## src/rtl/burst_ctr_pkg.sv

```systemverilog
package burst_ctr_pkg;
  typedef enum logic {
    ORDER_INTERLEAVED = 1'b0,
    ORDER_LINEAR      = 1'b1
  } burst_order_e;
endpackage

```

## src/rtl/burst_start_arb.sv

```systemverilog
module burst_start_arb (
  input  logic proc_start_i,
  input  logic ctrl_start_i,
  input  logic chip_sel_i,
  output logic load_o
);
  logic proc_ok;
  // processor strobe counts only when selected; either source loads the same bus
  assign proc_ok = proc_start_i & chip_sel_i;
  assign load_o  = proc_ok | ctrl_start_i;
endmodule

```

## src/rtl/burst_offset_seq.sv

```systemverilog
module burst_offset_seq
  import burst_ctr_pkg::*;
#(
  parameter int unsigned OFS_W = 2
) (
  input  logic             clk_i,
  input  logic             rst_ni,
  input  logic             load_i,
  input  logic             adv_i,
  input  logic             linear_i,
  input  logic [OFS_W-1:0] base_i,
  output logic [OFS_W-1:0] ofs_o
);
  logic [OFS_W-1:0] base_q;
  logic [OFS_W-1:0] beat_q;
  logic [OFS_W-1:0] lin_ofs;
  logic [OFS_W-1:0] int_ofs;
  burst_order_e     order;

  always_ff @(posedge clk_i or negedge rst_ni) begin
    if (!rst_ni) begin
      base_q <= '0;
      beat_q <= '0;
    end else if (load_i) begin
      base_q <= base_i;
      beat_q <= '0;
    end else if (adv_i) begin
      beat_q <= beat_q + 1'b1;
    end
  end

  assign lin_ofs = base_q + beat_q;

  for (genvar b = 0; b < OFS_W; b++) begin : g_intl
    assign int_ofs[b] = base_q[b] ^ beat_q[b];
  end

  assign order = burst_order_e'(linear_i);

  always_comb begin
    unique case (order)
      ORDER_LINEAR:      ofs_o = lin_ofs;
      default:           ofs_o = int_ofs;
    endcase
  end
endmodule

```

## src/rtl/burst_addr_ctr.sv

```systemverilog
module burst_addr_ctr #(
  parameter int unsigned ADDR_W = 16,
  parameter int unsigned OFS_W  = 2
) (
  input  logic              clk_i,
  input  logic              rst_ni,
  input  logic [ADDR_W-1:0] addr_i,
  input  logic              proc_start_i,
  input  logic              ctrl_start_i,
  input  logic              chip_sel_i,
  input  logic              adv_i,
  input  logic              linear_i,
  output logic [ADDR_W-1:0] addr_o,
  output logic [OFS_W-1:0]  ofs_o
);
  localparam int unsigned HI_W = ADDR_W - OFS_W;

  logic            load_s;
  logic [HI_W-1:0] hi_q;
  logic [OFS_W-1:0] ofs_s;

  burst_start_arb u_arb (
    .proc_start_i(proc_start_i),
    .ctrl_start_i(ctrl_start_i),
    .chip_sel_i  (chip_sel_i),
    .load_o      (load_s)
  );

  always_ff @(posedge clk_i or negedge rst_ni) begin
    if (!rst_ni)     hi_q <= '0;
    else if (load_s) hi_q <= addr_i[ADDR_W-1:OFS_W];
  end

  burst_offset_seq #(.OFS_W(OFS_W)) u_seq (
    .clk_i   (clk_i),
    .rst_ni  (rst_ni),
    .load_i  (load_s),
    .adv_i   (adv_i),
    .linear_i(linear_i),
    .base_i  (addr_i[OFS_W-1:0]),
    .ofs_o   (ofs_s)
  );

  assign addr_o = {hi_q, ofs_s};
  assign ofs_o  = ofs_s;
endmodule

```

## config.mk

```make
export PLATFORM = sky130hd
export DESIGN_NAME = burst_addr_ctr
export DESIGN_NICKNAME = d
export VERILOG_FILES = /design/src/rtl/burst_ctr_pkg.sv /design/src/rtl/burst_start_arb.sv /design/src/rtl/burst_offset_seq.sv /design/src/rtl/burst_addr_ctr.sv
export SDC_FILE = /design/constraint.sdc
export NUM_CORES = 1
export LEC_CHECK = 0
export BUFFER_PORTS_ARGS = -buffer_cell sky130_fd_sc_hd__buf_2
export CAP_MARGIN = 20
export CORE_MARGIN = 1
export CORE_UTILIZATION = 43
export CTS_CLUSTER_SIZE = 12
export DETAILED_ROUTE_END_ITERATION = 10
export PLACE_DENSITY = 0.76
export SLEW_MARGIN = 20
export SYNTH_ARGS = -nofsm -noshare
export SYNTH_HDL_FRONTEND = slang
export SYNTH_SLANG_ARGS = --single-unit
```

## constraint.sdc

```tcl
create_clock -name clk_i -period 1 [get_ports clk_i]
set_input_delay 0.05 -clock clk_i [delete_from_list [all_inputs] [get_ports clk_i]]
set_output_delay 0.05 -clock clk_i [all_outputs]
set_load 0.02 [all_outputs]
```

# Word level (Yosys, flattened, before mapping)
# Cells that the tools add are included.
classes:
  n_mux: 3
  n_reduce_logical: 1
  bitwise: 4
  add_sub_neg: 2
op_table:
  columns: ["operator", "count"]
  rows:
  - ["2-bit 2-to-1 mux", 3]
  - ["2-bit by 1-bit adder with 2-bit output (second input constant)", 1]
  - ["2-bit adder", 1]
  - ["2-bit nonzero test", 1]
  - ["1-bit XOR", 2]
  - ["1-bit bitwise AND", 1]
  - ["1-bit bitwise OR", 1]
word_totals:
  elab_cells: 13
  in_bits: 23
  reg_bits: 18
  out_inout_bits: 18

# Depth between registers and ports, before layout
# Gate-level depths: netlist of the first run.
logic_depth:
  word_depth: 3
  depth_mapped: 4

# Modules after synthesis
# Synthesis of the first run repeated with hierarchy kept, for this count alone.
hier_totals:
  hier_cells: 47
  hier_area_um2: 737.0
modules_own_cells:
  columns: ["module", "area_per_inst_um2", "seq_area_each_um2", "n_inst", "cells_each"]
  rows:
  - ["burst_addr_ctr", 534.3, 350.3, 1, 31]
  - ["burst_offset_seq", 195.2, 100.1, 1, 15]
  - ["burst_start_arb", 7.5, 0.0, 1, 1]

# Worst setup path after synthesis of the first run
# Ideal clock, no wire load.
synth_path:
  kind: "flip-flop to output port"
  startpoint: "register u_seq.beat_q[0]"
  endpoint: "output port ofs_o[1]"
  t_required_ps: 950
  path_buffers: 1
  arrival_ps: 1227
  slack_ps: -277
  stages_incl_launch_ff: 5
  cell_sequence: "dfrtp_1 > ha_1 > nand2_1 > xnor2_1 > buf_4"
synth_between:
  elab_chain_cells: 2
synth_lines:
  columns: ["element", "line_no", "source"]
  rows:
  - ["start: declaration", "burst_offset_seq.sv:15", "logic [OFS_W-1:0] beat_q;"]
  - ["start signal: assignment", "burst_offset_seq.sv:28", "beat_q <= beat_q + 1'b1;"]
  - ["2-bit adder", "burst_offset_seq.sv:32", "assign lin_ofs = base_q + beat_q;"]
  - ["2-bit 2-to-1 mux", "burst_offset_seq.sv:41", "unique case (order)"]
  - ["end: declaration", "burst_addr_ctr.sv:14", "output logic [OFS_W-1:0] ofs_o"]
# No other way between the ends.

# Worst setup path in the final report of the first run
layout_path:
  startpoint: "register u_seq.base_q[1]"
  endpoint: "output port addr_o[1]"
layout_between:
  elab_chain_cells: 2
  elab_cells_between_ends: 3
layout_lines:
  columns: ["element", "line_no", "source"]
  rows:
  - ["start: declaration", "burst_offset_seq.sv:14", "logic [OFS_W-1:0] base_q;"]
  - ["start signal: assignment", "burst_offset_seq.sv:25", "base_q <= base_i;"]
  - ["2-bit adder / 1-bit XOR (equally long branches)", "burst_offset_seq.sv:32, burst_offset_seq.sv:35", null]
  - ["2-bit 2-to-1 mux *", "burst_offset_seq.sv:41", null]
  - ["end: declaration", "burst_addr_ctr.sv:13", "output logic [ADDR_W-1:0] addr_o,"]
# Mark *: on every way between the ends. The rest lies on a longest branch, timed or not.

==> results.sh, run 1 <==
export IMPL_outcome="complete, but fails checks"
export IMPL_violations="design-rule violations, negative setup slack"
export IMPL_die_h_um=44.7
export IMPL_grt_pass1_wl_um=2450
export IMPL_fillerInstances=128
export IMPL_total_power_w=0.00170
export IMPL_worst_path_largest_cell_delay_ns=0.42
export IMPL_leakagePower_nw=0.612
export IMPL_fp_dieArea_um2=2000
export IMPL_core_um2=1710
export IMPL_diodes=0
export IMPL_start_util_pct=45.9
export IMPL_ys_warn_count=0
export IMPL_crit_fanout=2
export IMPL_clkLatencyLatePin_ns=0.27
export IMPL_yosysSeqAreaShare_pct=57.5
export IMPL_slowest_stage="dfrtp_1"
export IMPL_final_common_cell="buf_2"
export IMPL_cts_buffer_depth=2
export IMPL_cp_start_kind="register"
export IMPL_fin_skew_ns=0.0000367
export IMPL_worst_slack_ns=-0.310
export IMPL_worstMarginPinSlew_ns=0.394
export IMPL_overflow=0
export IMPL_finalCritPeriodShare_pct=131
export IMPL_die_w_um=44.7
export IMPL_max_cap_violations=0
export IMPL_ioPinCount=41
export IMPL_io_buffers=40
export IMPL_grt_antenna_before_repair=0
export IMPL_vias_per_cell=4.54
export IMPL_gp_congestion=0.630
export IMPL_placed_cells=112
export IMPL_synthDistinctLibCells=15
export IMPL_htree_levels=1
export IMPL_syn_nets=72
export IMPL_cts_root_buf="clkbuf_4"
export IMPL_drive_gt1_share_pct=67.3
export IMPL_relSlewSlack_pct=73.7
export IMPL_grt_usage_pct=17.1
export IMPL_placed_area_um2=1040
export IMPL_max_freq_mhz=763
export IMPL_clk_pin_slew_ns=0.09
export IMPL_finalHoldViolCount=0
export IMPL_place_hpwl_um=961
export IMPL_slew_viol_final=0
export IMPL_layout_min_cycle_time_ns=1.31
export IMPL_areaGrowthSynthToFinish_pct=55.9
export IMPL_ant_nets=0
export IMPL_avgSynthCellArea_um2=16.3
export IMPL_routed_via_count=572
export IMPL_dr_pass1_iters=6
export IMPL_mostFrequentLayoutCells="buf_2 (36), dfrtp_1 (18), dlygate4sd3_1 (11)"
export IMPL_cp_end_kind="output pin"
export IMPL_finalNonFillerCells=126
export IMPL_fin_tns_setup_ns=-0.915
export IMPL_required_ns=0.95
export IMPL_wl_um=1470
export IMPL_crit_type="register to output pin"
export IMPL_arrival_ns=1.26
export IMPL_cts_sinks=18
export IMPL_grt_max_degree=19
export IMPL_ys_ff_latch=18
export IMPL_avgRoutedWirePerCell_um=11.7
export IMPL_power_density_nw_per_um2=1400
export IMPL_rows=15
export IMPL_peakVddDrop_v=0.00103
export IMPL_setup_violations=4
export IMPL_synthCells=48
export IMPL_drc=2
export IMPL_rsz0062_at_grt="yes"
export IMPL_cts_made_buffers=3
export IMPL_stdcell_area_um2=1220
export IMPL_hp_class="input port to register"
export IMPL_synthesis_area_um2=783
export IMPL_tritoncts="built"
export IMPL_grt_pass1_vias=591
export IMPL_drt_initial_drc_count=2
export IMPL_worstPathCellList="xor2_2, xnor2_4, buf_6"
export IMPL_final_nets=127
path summary, 6_finish.rpt:
path                                  from               to  slack (ns)  cells past startpoint
min                             addr_i[11]          hi_q[9]       0.009                      2
min reg2reg                        hi_q[3]          hi_q[3]        0.51                      1
max                        u_seq.base_q[1]        addr_o[1]       -0.31                      3
max reg2reg                u_seq.beat_q[0]  u_seq.beat_q[1]        0.06                      3
max in group asynchronous           rst_ni          hi_q[8]        0.47                      2
min in group asynchronous           rst_ni  u_seq.base_q[0]        0.24                      2
kinds of logic (layout without fill, tap and decap cells):
family,Yosys count,in the layout,synth area share [%]
DFF,18,18,57.5
muxes,16,16,26.8
buffers and inverters,4,57,5.91
AOI/OAI and AO/OA,3,3,2.88
xor gates and xnor gates,3,3,3.36
and+or+nand+nor,3,3,1.92
adders and majority gates,1,1,1.60
synthesized netlist by cell type:
master     n  share of area [%]
dfrtp_1   18                 58
mux2_2     8                 12
mux2_4     8                 15
buf_4      2                1.9
xnor2_1    2                2.2
a21bo_2    1                1.3
a21o_1     1               0.96
a21oi_1    1               0.64
buf_12     1                2.6
buf_6      1                1.4
ha_1       1                1.6
nand2_1    1               0.48
nand3b_1   1               0.96
nor2_1     1               0.48
xor2_1     1                1.1
routing by layer:
| metal | track usage (%) | vias up | routed length [um] |
|---|---|---|---|
| met5 | 0 | - | 0 |
| met4 | 7.27 | 0 | 8 |
| met3 | 2.45 | 2 | 59 |
| met2 | 32.6 | 19 | 831 |
| met1 | 18.6 | 285 | 569 |
| li1 | - | 266 | - |
critical path: cells and delay by family (launching register included):
family / cells / cell delay [ns]
xor gates and xnor gates: 2 / 0.43
DFF: 1 / 0.42
buffers and inverters: 1 / 0.14
power by group:
part | total, W | internal [W] | switching [W] | leakage (nW)
Combinational | 0.000540 | 0.000293 | 0.000247 | 0.384
Clock | 0.000325 | 0.000139 | 0.000186 | 0.0138
Sequential | 0.000839 | 0.000797 | 0.0000413 | 0.214
Total | 0.00170 | 0.00123 | 0.000474 | 0.612
state kept, by name, indices dropped and copies added, names as in the netlist:
name / cells
hi_q: 14
u_seq.beat_q: 2
u_seq.base_q: 2
layout make-up:
cell class,instances,area (um^2),share of cell area (%)
tap,25,31.3,2.56
clock buffer,3,22.5,1.84
timing repair buffer,54,374,30.6
multi-input combinational,26,343,28.1
sequential,18,450,36.9
per-stage QoR:
| step | setup WS [ns] | utilization (%) | hold slack, ns |
|---|---|---|---|
| floorplan | -0.0843 | - | -0.246 |
| global placement | -0.00398 | 60.9 | -0.00501 |
| detailed placement | -0.0230 | 60.9 | -0.0000342 |
| CTS | -0.313 | 70.8 | 0.00251 |
| global route | -0.382 | 71.5 | 0.00141 |
| finish | -0.310 | 71.5 | 0.00945 |
what timing repair did:
item                                    4_1_cts  5_1_grt
hold buffers                                 10        1
hold endpoints to repair                     27        1
pin swaps                                     2        4
setup buffers                                 1        0
endpoints found under the setup margin        4        6
gates resized for setup                      10        2
Note: power is estimated with default switching activity, not from simulation.
==> run 2, diff against run 1 <==
--- a/config.mk
+++ b/config.mk
@@ -8,11 +8,12 @@
 export BUFFER_PORTS_ARGS = -buffer_cell sky130_fd_sc_hd__buf_2
 export CAP_MARGIN = 20
 export CORE_MARGIN = 1
-export CORE_UTILIZATION = 43
+export CORE_UTILIZATION = 42
 export CTS_CLUSTER_SIZE = 12
 export DETAILED_ROUTE_END_ITERATION = 10
-export PLACE_DENSITY = 0.76
+export PLACE_DENSITY = 0.75
 export SLEW_MARGIN = 20
 export SYNTH_ARGS = -nofsm -noshare
 export SYNTH_HDL_FRONTEND = slang
+export SYNTH_HIERARCHICAL = 1
 export SYNTH_SLANG_ARGS = --single-unit
==> results.sh, run 2 <==
export IMPL_max_freq_mhz=760
export IMPL_tritoncts="built"
export IMPL_gp_congestion=0.638
export IMPL_reg_largest_list="hi_q: 14 flops, u_seq/base_q: 2 flops, u_seq/beat_q: 2 flops"
export IMPL_fillerInstances=101
export IMPL_synthTopCellsByArea="dfrtp_1 (61%), mux2_2 (21%), mux2_1 (3.1%)"
export IMPL_cp_start_kind="register"
export IMPL_slew_viol_final=0
export IMPL_required_ns=0.95
export IMPL_ant_nets=0
export IMPL_cts_sinks=18
export IMPL_drc=1
export IMPL_drive_gt1_share_pct=60.7
export IMPL_start_util_pct=46.7
export IMPL_clk_pin_slew_ns=0.10
export IMPL_yosys_top_cells_count="dfrtp_1 (18), mux2_2 (14), buf_4 (2), mux2_1 (2), xnor2_1 (2)"
export IMPL_ioPinCount=41
export IMPL_final_nets=132
export IMPL_grt_pass1_vias=605
export IMPL_multiInputGateArea_um2=307
export IMPL_wl_met3_um=91
export IMPL_worst_path_largest_cell_delay_ns=0.42
export IMPL_slowest_stage="dfrtp_1"
export IMPL_grt_max_degree=19
export IMPL_yosysSeqAreaShare_pct=61.1
export IMPL_cts_buffer_depth=2
export IMPL_place_hpwl_um=968
export IMPL_worst_slack_ns=-0.316
export IMPL_hold_slack_ns=0.0457
export IMPL_grt_usage_pct=17.9
export IMPL_highest_layer="met3"
export IMPL_ys_ff_latch=18
export IMPL_placed_area_um2=995
export IMPL_htree_levels=1
export IMPL_yosysMostFrequentCell="dfrtp_1"
export IMPL_largest_register_ff_count=14
export IMPL_ys_warn_count=6
export IMPL_max_cap_violations=0
export IMPL_wl_met2_um=782
export IMPL_dr_pass1_iters=6
export IMPL_synthesis_area_um2=737
export IMPL_preCtsSetupSlack_ns=-0.0293
export IMPL_layout_min_cycle_time_ns=1.32
export IMPL_peakVddDrop_v=0.00107
export IMPL_yosysTopAreaCell="dfrtp_1"
export IMPL_cts_root_buf="clkbuf_4"
export IMPL_wl_um=1500
export IMPL_regMostFlops="hi_q"
export IMPL_violations="design-rule violations, negative setup slack"
export IMPL_setup_violations=4
export IMPL_async_flop_share_pct=100
export IMPL_grt_antenna_before_repair=0
export IMPL_diodes=0
export IMPL_clkLatencyLatePin_ns=0.28
export IMPL_routed_via_count=575
export IMPL_endpoint="addr_o[1]"
export IMPL_worstMarginPinSlew_ns=0.385
export IMPL_outcome="complete, but fails checks"
export IMPL_arrival_ns=1.27
export IMPL_hp_class="input port to register"
export IMPL_syn_nets=71
export IMPL_path_delay_family="XOR/XNOR gates"
export IMPL_cts_made_buffers=3
export IMPL_die_h_um=43.9
export IMPL_finalCritPeriodShare_pct=132
export IMPL_final_common_cell="buf_2"
export IMPL_wl_met1_um=627
export IMPL_ys_flop_type="dfrtp_1"
export IMPL_avgRoutedWirePerCell_um=12.2
export IMPL_synthDistinctLibCells=14
export IMPL_rows=14
export IMPL_overflow=0
export IMPL_power_density_nw_per_um2=1460
export IMPL_synth_edf_count=0
export IMPL_fin_skew_ns=0.000227
export IMPL_mostFrequentLayoutCells="buf_2 (36), dfrtp_1 (18), dlygate4sd3_1 (17)"
export IMPL_leakagePower_nw=0.601
export IMPL_crit_fanout=3
export IMPL_stdcell_area_um2=1240
export IMPL_core_um2=1580
export IMPL_io_buffers=40
export IMPL_seq_area_um2=450
export IMPL_cp_end_kind="output pin"
export IMPL_crit_type="register to output pin"
export IMPL_finalHoldViolCount=0
export IMPL_critPathBufInv=1
export IMPL_reg2reg_slack_ns=0.05
export IMPL_drt_initial_drc_count=8
export IMPL_relSlewSlack_pct=74.3
export IMPL_reg2reg_depth=3
export IMPL_total_power_w=0.00180
export IMPL_worstPathCellList="xor2_2, xnor2_4, buf_6"
export IMPL_synthCells=47
export IMPL_fp_dieArea_um2=1930
export IMPL_r2r_end="u_seq/beat_q[1]"
export IMPL_grt_pass1_wl_um=2480
export IMPL_crit_cells=3
export IMPL_synth_top_cell_area_share_pct=61.1
export IMPL_avgSynthCellArea_um2=15.7
export IMPL_timing_rr_start="u_seq/beat_q[0]"
export IMPL_fin_util_pct=78.4
export IMPL_rsz0062_at_grt="yes"
export IMPL_cp_startpoint="u_seq/beat_q[1]"
export IMPL_vias_per_cell=4.67
export IMPL_areaGrowthSynthToFinish_pct=67.7
export IMPL_die_w_um=43.9
run 2: changes by cell type after synthesis, sizes merged:
cell,previous run,this run
buf,4,3
run 2: timing repair:
action,CTS,global route
buffers inserted,0,0
hold endpoints to repair,32,2
gates resized for setup,9,0
setup endpoints to repair,4,4
pin swaps,2,0
gates cloned,0,0
hold buffers,15,2
run 2: worst min-delay path by stage:
stage / start / slack, ns / depth (start not counted) / end
finish: adv_i / 0.05 / 3 / u_seq/beat_q[0]
global route: adv_i / 0.06 / 3 / u_seq/beat_q[0]
CTS: addr_i[7] / 0.0007 / 2 / hi_q[5]
detailed placement: rst_ni / 0.0002 / 1 / hi_q[3]
global placement: rst_ni / -0.006 / 1 / hi_q[3]
floorplan: rst_ni / -0.25 / 0 / hi_q[0]
run 2: metrics by stage:
| stage | setup TNS (ns) | cells |
|---|---|---|
| global route | -1.16 | 123 |
| detailed placement | -0.0578 | 102 |
| floorplan | -0.0866 | 47 |
| global placement | -0.00476 | 102 |
| CTS | -1.01 | 121 |
| finish | -0.967 | 123 |
run 2: final cells by class:
cell class | count | area share [%]
clock buffer | 4 | 2.94
multi-input combinational | 26 | 24.8
sequential | 18 | 36.4
tap | 16 | 1.62
timing repair buffer | 59 | 34.2
run 2: routing by layer:
layer | track usage (%) | vias to the layer above
li1 | - | 279
met1 | 21.5 | 270
met2 | 31.6 | 26
met3 | 4.17 | 0
met4 | 5.45 | 0
met5 | 0 | -
run 2: worst reg2reg max path: stages, from the launching register on:
cell and delay (ns):
dfrtp_1 0.43, buf_4 0.16, a21bo_1 0.19, a21oi_2 0.11
run 2: logic make-up (layout without fill, tap and decap cells):
logic type / after synthesis / after routing / share of synthesized area, %
buf+inv: 3 / 63 / 3.56
compound gates: 3 / 3 / 3.57
simple gates: 3 / 3 / 2.04
flops: 18 / 18 / 61.1
xor+xnor: 3 / 3 / 3.57
fa+ha+maj: 1 / 1 / 1.70
mux: 16 / 16 / 24.4
run 2: power by group:
part | internal, W | leakage [nW] | switching, W | total, W
combinational | 0.000278 | 0.366 | 0.000244 | 0.000522
sequential | 0.000797 | 0.214 | 0.0000401 | 0.000837
clock | 0.000222 | 0.0210 | 0.000220 | 0.000441
